===== src/rtl/opaddr_pkg.sv =====
package opaddr_pkg;
  localparam int OP_W       = 7;
  localparam int AREG_W     = 8;
  localparam int FEXP_W     = 7;
  localparam int FMAN_W     = 16;
  localparam int FLT_W      = 1 + FEXP_W + FMAN_W;
  localparam int CONST_BASE = 32;
  localparam int CONST_N    = 96;
  localparam int NCOMP      = 2;

  typedef enum logic [1:0] {
    RC_INPUT = 2'd0,
    RC_TEMP  = 2'd1,
    RC_CONST = 2'd2
  } rclass_e;

  typedef enum logic [1:0] {
    SEL_NONE = 2'd0,
    SEL_AX   = 2'd1,
    SEL_AY   = 2'd2,
    SEL_LOOP = 2'd3
  } isel_e;
endpackage


===== src/rtl/opaddr_f2i.sv =====
module opaddr_f2i #(
  parameter int EXP_W = 7,
  parameter int MAN_W = 16,
  parameter int OUT_W = 8
) (
  input  logic [EXP_W+MAN_W:0] flt,
  output logic [OUT_W-1:0]     ival
);
  localparam int BIAS = (1 << (EXP_W - 1)) - 1;
  localparam logic [EXP_W-1:0] BIAS_E = EXP_W'(BIAS);
  localparam logic [EXP_W-1:0] SAT_E  = EXP_W'(BIAS + OUT_W - 1);
  localparam logic [EXP_W-1:0] TOP_SH = EXP_W'(OUT_W - 2);

  logic             sgn;
  logic [EXP_W-1:0] ex;
  logic [MAN_W-1:0] man;
  logic [EXP_W-1:0] sh;
  logic [OUT_W-2:0] frac_top;
  logic [OUT_W-2:0] mag;

  assign sgn      = flt[EXP_W+MAN_W];
  assign ex       = flt[EXP_W+MAN_W-1:MAN_W];
  assign man      = flt[MAN_W-1:0];
  assign sh       = ex - BIAS_E;
  assign frac_top = {1'b1, man[MAN_W-1 -: OUT_W-2]};

  always_comb begin
    mag = frac_top >> (TOP_SH - sh);
    if (ex < BIAS_E) begin
      ival = '0;
    end else if (ex >= SAT_E) begin
      ival = sgn ? {1'b1, {(OUT_W-1){1'b0}}} : {1'b0, {(OUT_W-1){1'b1}}};
    end else begin
      ival = sgn ? (~{1'b0, mag} + 1'b1) : {1'b0, mag};
    end
  end
endmodule


===== src/rtl/opaddr_regs.sv =====
module opaddr_regs
  import opaddr_pkg::*;
(
  input  logic                               clk,
  input  logic                               rst_n,
  input  logic                               mova_en,
  input  logic [NCOMP-1:0]                   mova_mask,
  input  logic [NCOMP-1:0][FLT_W-1:0]        mova_src,
  input  logic                               loop_wr,
  input  logic [AREG_W-1:0]                  loop_val,
  output logic [NCOMP-1:0][AREG_W-1:0]       areg,
  output logic [AREG_W-1:0]                  aloop
);
  for (genvar k = 0; k < NCOMP; k++) begin : g_comp
    logic [AREG_W-1:0] conv;

    opaddr_f2i #(
      .EXP_W(FEXP_W),
      .MAN_W(FMAN_W),
      .OUT_W(AREG_W)
    ) u_f2i (
      .flt (mova_src[k]),
      .ival(conv)
    );

    always_ff @(posedge clk or negedge rst_n) begin
      if (!rst_n) begin
        areg[k] <= '0;
      end else if (mova_en && mova_mask[k]) begin
        areg[k] <= conv;
      end
    end
  end

  always_ff @(posedge clk or negedge rst_n) begin
    if (!rst_n) begin
      aloop <= '0;
    end else if (loop_wr) begin
      aloop <= loop_val;
    end
  end
endmodule


===== src/rtl/opaddr_map.sv =====
module opaddr_map
  import opaddr_pkg::*;
(
  input  logic [OP_W-1:0]   code,
  input  logic [1:0]        sel,
  input  logic [AREG_W-1:0] ax,
  input  logic [AREG_W-1:0] ay,
  input  logic [AREG_W-1:0] al,
  output logic [1:0]        cls,
  output logic [OP_W-1:0]   idx,
  output logic              oor
);
  localparam int SUM_W = OP_W + 2;
  localparam logic [SUM_W-1:0] LAST_C = SUM_W'(CONST_N - 1);
  localparam logic [OP_W-1:0]  BASE_C = OP_W'(CONST_BASE);

  logic [AREG_W-1:0] off;
  logic [OP_W-1:0]   base;
  logic [SUM_W-1:0]  sum;
  logic              is_const;

  assign is_const = (code >= BASE_C);
  assign base     = code - BASE_C;

  always_comb begin
    case (isel_e'(sel))
      SEL_AX:   off = ax;
      SEL_AY:   off = ay;
      SEL_LOOP: off = al;
      default:  off = '0;
    endcase
    sum = {2'b00, base} + {{(SUM_W-AREG_W){off[AREG_W-1]}}, off};
  end

  always_comb begin
    if (is_const) begin
      cls = RC_CONST;
      oor = sum[SUM_W-1] || (sum > LAST_C);
      idx = oor ? '0 : sum[OP_W-1:0];
    end else begin
      cls = code[4] ? RC_TEMP : RC_INPUT;
      oor = 1'b0;
      idx = {{(OP_W-4){1'b0}}, code[3:0]};
    end
  end
endmodule


===== src/rtl/opaddr_resolver.sv =====
module opaddr_resolver
  import opaddr_pkg::*;
(
  input  logic        clk,
  input  logic        rst_n,
  input  logic [6:0]  src_code,
  input  logic [1:0]  idx_sel,
  output logic [1:0]  res_class,
  output logic [6:0]  res_index,
  output logic        res_oor,
  input  logic        mova_en,
  input  logic [1:0]  mova_mask,
  input  logic [23:0] mova_x,
  input  logic [23:0] mova_y,
  input  logic        loop_wr,
  input  logic [7:0]  loop_val
);
  logic [NCOMP-1:0][FLT_W-1:0]  src_pair;
  logic [NCOMP-1:0][AREG_W-1:0] areg;
  logic [AREG_W-1:0]            a0x;
  logic [AREG_W-1:0]            a0y;
  logic [AREG_W-1:0]            aloop;

  assign src_pair = {mova_y, mova_x};
  assign a0x      = areg[0];
  assign a0y      = areg[1];

  opaddr_regs u_regs (
    .clk      (clk),
    .rst_n    (rst_n),
    .mova_en  (mova_en),
    .mova_mask(mova_mask),
    .mova_src (src_pair),
    .loop_wr  (loop_wr),
    .loop_val (loop_val),
    .areg     (areg),
    .aloop    (aloop)
  );

  opaddr_map u_map (
    .code(src_code),
    .sel (idx_sel),
    .ax  (a0x),
    .ay  (a0y),
    .al  (aloop),
    .cls (res_class),
    .idx (res_index),
    .oor (res_oor)
  );
endmodule


===== config.mk =====
export PLATFORM = sky130hd
export DESIGN_NAME = opaddr_resolver
export DESIGN_NICKNAME = d
export VERILOG_FILES = /design/src/rtl/opaddr_pkg.sv /design/src/rtl/opaddr_f2i.sv /design/src/rtl/opaddr_regs.sv /design/src/rtl/opaddr_map.sv /design/src/rtl/opaddr_resolver.sv
export SDC_FILE = /design/constraint.sdc
export NUM_CORES = 1
export LEC_CHECK = 0
export BUFFER_PORTS_ARGS = -buffer_cell sky130_fd_sc_hd__buf_2
export CORE_MARGIN = 2
export CORE_UTILIZATION = 56
export DETAILED_ROUTE_END_ITERATION = 10
export HOLD_SLACK_MARGIN = 0.08
export PLACE_DENSITY = 0.86
export SYNTH_ARGS = -nofsm -noshare
export SYNTH_HDL_FRONTEND = slang
export SYNTH_SLANG_ARGS = --single-unit

===== constraint.sdc =====
create_clock -name clk -period 6.06 [get_ports clk]
set_clock_uncertainty 0.15 [all_clocks]
set_input_delay 0.909 -clock clk [delete_from_list [all_inputs] [get_ports clk]]
set_output_delay 0.909 -clock clk [all_outputs]
set_load 0.005 [all_outputs]

Yosys cells after proc, flatten, opt, wreduce, memory -nomap -nowiden
Index checks and enable logic that the tools add are counted.
Cells by class
  mux-type cells: 14
  bitwise gates (word level): 2
  add/subtract/negate cells: 8
  reduce and logical (&&, ||, !) cells: 3
  eq/ne operators: 3
  shifts and indexed selects: 2
  order comparisons: 6
Operator list (number)
  $mux W8: 8
  $pmux W8 S3: 1
  $sub A7 B6 Y7 const B: 3
  $add A8 B1 Y8 const B: 2
  $not A7 Y8: 2
  $ge A7 B7 Y1 const B: 2
  $lt A7 B6 Y1 const B: 2
  $mux W7: 2
  $shr A7 B7 Y7: 2
  $sub A3 B7 Y7 const A: 2
  $add A8 B8 Y9: 1
  $gt A9 B7 Y1 const B: 1
  $ge A7 B6 Y1 const B: 1
  $eq A2 B2 Y1 const B: 2
  $eq A2 B1 Y1 const B: 1
  $logic_and A1 B1 Y1: 2
  $mux W1: 2
  $mux W2: 1
  $logic_or A1 B1 Y1: 1
Storage, ports and cells
  word-level logic and storage cells: 41
  register bits after elaboration: 24
  input bits: 71

Logic depth before layout (Yosys ltp)
  word-level depth: 8
  mapped depth: 14
  mapped depth without buffers: 12

Hierarchy
A second synthesis with hierarchy kept.
Second synthesis, totals
  cell total of the unflattened synthesis: 336
  area, all modules: 3022.9 um^2
By module, submodules not included
  opaddr_f2i: area an instance 691.9 um^2, instances 2, cells an instance 98
  opaddr_regs: area an instance 888.4 um^2, instances 1, cells an instance 51
  opaddr_map: area an instance 750.7 um^2, instances 1, cells an instance 89

Worst setup path before layout
Ideal clock, no wire load.
  path kind: input to output
  from: in idx_sel[1]
  to: out res_index[5]
  path buffers: 1
  slack: 1.654 ns
  data arrival time: 3.347 ns
  stages on the path: 12
  data required time: 5.001 ns
  path through: buf_2 > mux2_2 > a22oi_1 > inv_1 > ha_1 > a21o_1 > a21oi_1 > nor2b_1 > o311ai_1 > o22ai_1 > o211a_1 > and3_1
Between the ends
  longest elaborated chain between the ends: 7
  elaborated cells between the ends (all ways): 9
RTL lines
  from (decl): line opaddr_resolver.sv:7  | input logic [1:0] idx_sel,
  $eq A2 B2 Y1 or $eq A2 B1 Y1 (tied branches): line opaddr_map.sv:26  | case (isel_e'(sel))
  $pmux W8 S3 (*): line opaddr_map.sv:26
  $add A8 B8 Y9 (*): line opaddr_map.sv:32  | sum = {2'b00, base} + {{(SUM_W-AREG_W){off[AREG_W-1]}}, off};
  $gt A9 B7 Y1: line opaddr_map.sv:38  | oor = sum[SUM_W-1] || (sum > LAST_C);
  $logic_or A1 B1 Y1: line opaddr_map.sv:38
  $mux W7 (*): line opaddr_map.sv:39  | idx = oor ? '0 : sum[OP_W-1:0];
  $mux W7 (*): line opaddr_map.sv:36  | if (is_const) begin
  to (decl): line opaddr_resolver.sv:9  | output logic [6:0] res_index,
Mark *: on every way between the ends. The rest lies on a longest branch, timed or not.

Worst setup path after layout
Same ends and word-level chain as after synthesis.

==> metrics list <==
- Category of the most critical setup path: primary input to primary output
* 1st-iter DRT viols: approximately 140
- Number of buffers inserted during clock tree synthesis: 3
- The die is 72.35 µm tall.
- Measured along the x axis, the die boundary spans 72.35 µm.
- After legalization and detailed placement, the total HPWL measured 4.787 mm.
- Fraction of registers with async set/reset: 1.000
* Post-CTS resize count: 0
- After synthesis, the netlist uses 62 different library cells.
* First-pass detailed-route iteration total: 5
- The smallest clock period supported by the final layout is computed as 4.986 ns.
- After detailed routing, the number of remaining DRC violations is 0.
- Ys Warns: 0
- Clock tree from TritonCTS: done
- Count of flip-flops with a built-in enable after synthesis: 0
- Setup total negative slack on the finished layout was measured at 0 ns.
- Maximum operating frequency: 0.2006 GHz
* Final hold violations: 0
* Max-cap check violation count: 0
- At the pin with the least slew margin, the transition time is 0.9000 ns.
* Netlist Area Pre-Place: between 2000 and 3000 µm²
- Summed over all layers, the global routing overflow is 0.
- Relative max-transition margin: 0.3949
- For this run, the share of the core covered by cells in the final layout is 0.6740.
- Later-pin clock latency in the skew report: 0.26 ns
- Maximum ir drop on the vdd rail: 0.00008784 V
* Via count of the first global-routing pass: 2,325
- Number of nets in the layout: 451
* CP max FO: 9
- Once routing completed, OpenROAD measured the worst setup slack at 1.074 ns.
- Summed over all layers, the routed wires come to between 6 and 7 mm.
- Final setup viols: 0
* Final Max Tran Viols: 0
- Crit path largest cell delay: 0.44 ns
- Io pins: 81
- The repair_antennas step left the layout with diodes totalling 0.
- The analysis attributes to cell leakage a power of 1.353 nW.
* Global-route wire length before repair: 10.26 mm
- Dominant synthesized flop cell: dfrtp_1
* Number of nets in the synthesized netlist: 400
* Vias: between 2,000 and 3,000
- The worst setup path is launched from a primary input.
- Input and output buffers added on the ports amount to 60.
* Total of hold buffers inserted after clock tree synthesis: 0
* Placement Rows: 24
- Counting flops and latches in the post-synthesis netlist gives 24.
* Critical Path Slowest Stage Cell: nor2b_1
- Cells traversed along the worst timing path: buf_2 -> nor2b_1 -> a22o_1 -> ha_1 -> inv_1 -> fa_1 -> nor2b_1 -> o21ai_1 -> a21boi_1 -> nor4_1 -> o31a_1 -> o211a_1 -> and3_1 -> buf_2
- Clk Tree Root Cell: clkbuf_8
- Fraction of final layout cells with drive strength greater than 1: 0.2404
- The floorplan step defined a die boundary enclosing 5235 µm².
- Mean number of vias per cell: around 6.2
- At the end of routability-driven placement, the weighted congestion stood at 0.9213.
- Register clock-pin slew on the reported worst setup and hold paths: 0.08 ns
- Timing analysis after detailed placement gives a worst setup slack of 1.085 ns.
- Part of the cycle the worst path needs: 0.8227
- Routed wire length per instance: roughly 14 µm
* Overall global routing resource usage: 0.2348
* Area overhead of the layout relative to synthesis: 13.73%
- Power spread over the standard cell area amounts to approximately 170 nW/µm².
- Maximum count of clock buffers along a single path: 2
- Post-CTS setup repair buffer count: 0
- Synthesis produced a netlist whose cell count is 316.
- Counting every sink on the clock net gives 24.
- Arrival time at the worst endpoint: 3.93 ns
- For this run, the register share of the synthesized area comes to 0.2296.
* Area of the core: 4414 µm²
- Setup repair after global routing left no endpoint under its margin.
* Number of antenna violations at the first check in global routing: 0
* Worst min-delay path category: register to register
- STA classifies the critical path endpoint as a primary output.
- For the worst setup path, the data required time is 5.00 ns.
* H-tree level count: 1
- Entering global routing, the biggest net connects 25 pins.
- Status: complete, no violations
- Residual antenna-violating net count after detailed routing: 0
- Initial cell density of the core: 0.5927
- A synthesized cell averages 8.279 µm².
## path summary, 6_finish.rpt
path | start | cells after the start | to | slack, ns
worst max-delay path | idx_sel[1] | 14 | res_index[5] | 1.07
worst min-delay path | u_regs.areg[15] | 2 | u_regs.areg[15] | 0.35
worst max register to register | u_regs.areg[6] | 4 | u_regs.areg[6] | 5.02
worst min register to register | u_regs.areg[15] | 2 | u_regs.areg[15] | 0.35
max in group asynchronous | rst_n | 1 | u_regs.areg[7] | 4.94
min in group asynchronous | rst_n | 1 | u_regs.areg[5] | 0.47
## per-stage QoR
stage	instances	hold WS (ns)	total power (W)	cell area (µm²)
2_1_floorplan	316	0.2918	0.0003372	2616
3_3_place_gp	414	0.3101	0.0003978	2920
3_5_place_dp	414	0.3196	0.0004043	2920
4_1_cts	418	0.3383	0.0005095	2975
5_1_grt	418	0.3587	0.0005432	2975
6_report	418	0.3479	0.0005087	2975
## synthesized netlist by cell type (3+ instances only)
cell      count  area share
mux2_2       15       0.065
clkbuf_1      9       0.013
o31ai_1       3      0.0086
a22o_1       15       0.050
nand2b_1      4      0.0096
a22oi_1       3      0.0086
mux4_2        4       0.034
ha_1         12       0.057
nand4_1       4      0.0096
a21oi_1      18       0.034
a211oi_1      5       0.014
or2_1         4      0.0096
inv_1        19       0.027
and2_1        6       0.014
mux2i_1       5       0.019
nor2_1       23       0.033
or3_1        10       0.024
nand3_1       4      0.0077
o21ai_1       9       0.017
o22ai_1       4      0.0096
nor3b_1       3      0.0086
and3_1        4      0.0096
o21ai_0       7       0.013
a41oi_1       3       0.010
dfrtp_1      24        0.23
xnor2_1       4       0.013
nor2b_1       4      0.0096
nor3_1       12       0.023
xor2_1        3       0.010
a21o_1        5       0.014
nand2_1      23       0.033
buf_2         4      0.0077
## critical path: cells and delay by family
family	cells	cell delay, ns
AO/OA/AOI/OAI	5	1.22
AND/OR/NAND/NOR	4	0.89
adder cells (fa/ha/maj)	2	0.56
buffers and inverters	3	0.36
## layer usage
| layer | global-route usage | share of wire |
|---|---|---|
| met5 | 0 | 0 |
| met4 | 0.04612 | 0.0063 |
| met3 | 0.01944 | 0.058 |
| met2 | 0.3965 | 0.48 |
| met1 | 0.3316 | 0.46 |
## power breakdown
| part | internal (W) | switching, W |
|---|---|---|
| sequential | 0.000175 | 0.00000872 |
| clock | 0.0000579 | 0.0000476 |
| combinational | 0.000103 | 0.000116 |
## sequential cells by signal (all words and copies together), names as in the netlist
register / cells
u_regs.aloop: 8
u_regs.areg: 16
## area by class of cell
class / count / area [µm²]
Fill cell: 350 / 1439
Clock buffer: 4 / 55.05
Inverter: 20 / 75.07
Timing Repair Buffer: 60 / 300.3
Sequential cell: 24 / 600.6
Multi-Input combinational cell: 258 / 1879
Tap cell: 52 / 65.06
## layout by cell type (no fill, tap or decap), drive strengths merged, types with 3 or more instances in the layout
| master | n |
|---|---|
| clkbuf | 4 |
| o22ai | 4 |
| nand4 | 4 |
| a21boi | 3 |
| mux2i | 5 |
| or2 | 5 |
| a22oi | 3 |
| a211oi | 5 |
| a21o | 5 |
| o21ai | 16 |
| buf | 60 |
| or3 | 10 |
| a41oi | 3 |
| nand3 | 4 |
| nor2b | 4 |
| mux2 | 17 |
| mux4 | 4 |
| dfrtp | 24 |
| a22o | 15 |
| o211ai | 3 |
| nor2 | 23 |
| and3 | 4 |
| xnor2 | 4 |
| ha | 12 |
| xor2 | 3 |
| a21oi | 18 |
| nand2b | 4 |
| and2 | 6 |
| o31ai | 4 |
| nor3b | 3 |
| inv | 20 |
| nand2 | 23 |
| nor3 | 12 |
## cells by family after synthesis
| kind of cell | synth area share |
|---|---|
| XOR/XNOR | 0.02343 |
| multiplexers | 0.1267 |
| AO/OA/AOI/OAI | 0.2946 |
| buffers and inverters | 0.05213 |
| adder cells (fa/ha/maj) | 0.06504 |
| flip-flops | 0.2296 |
| AND/OR/NAND/NOR | 0.2085 |
Power figures use the tool's default switching activity.
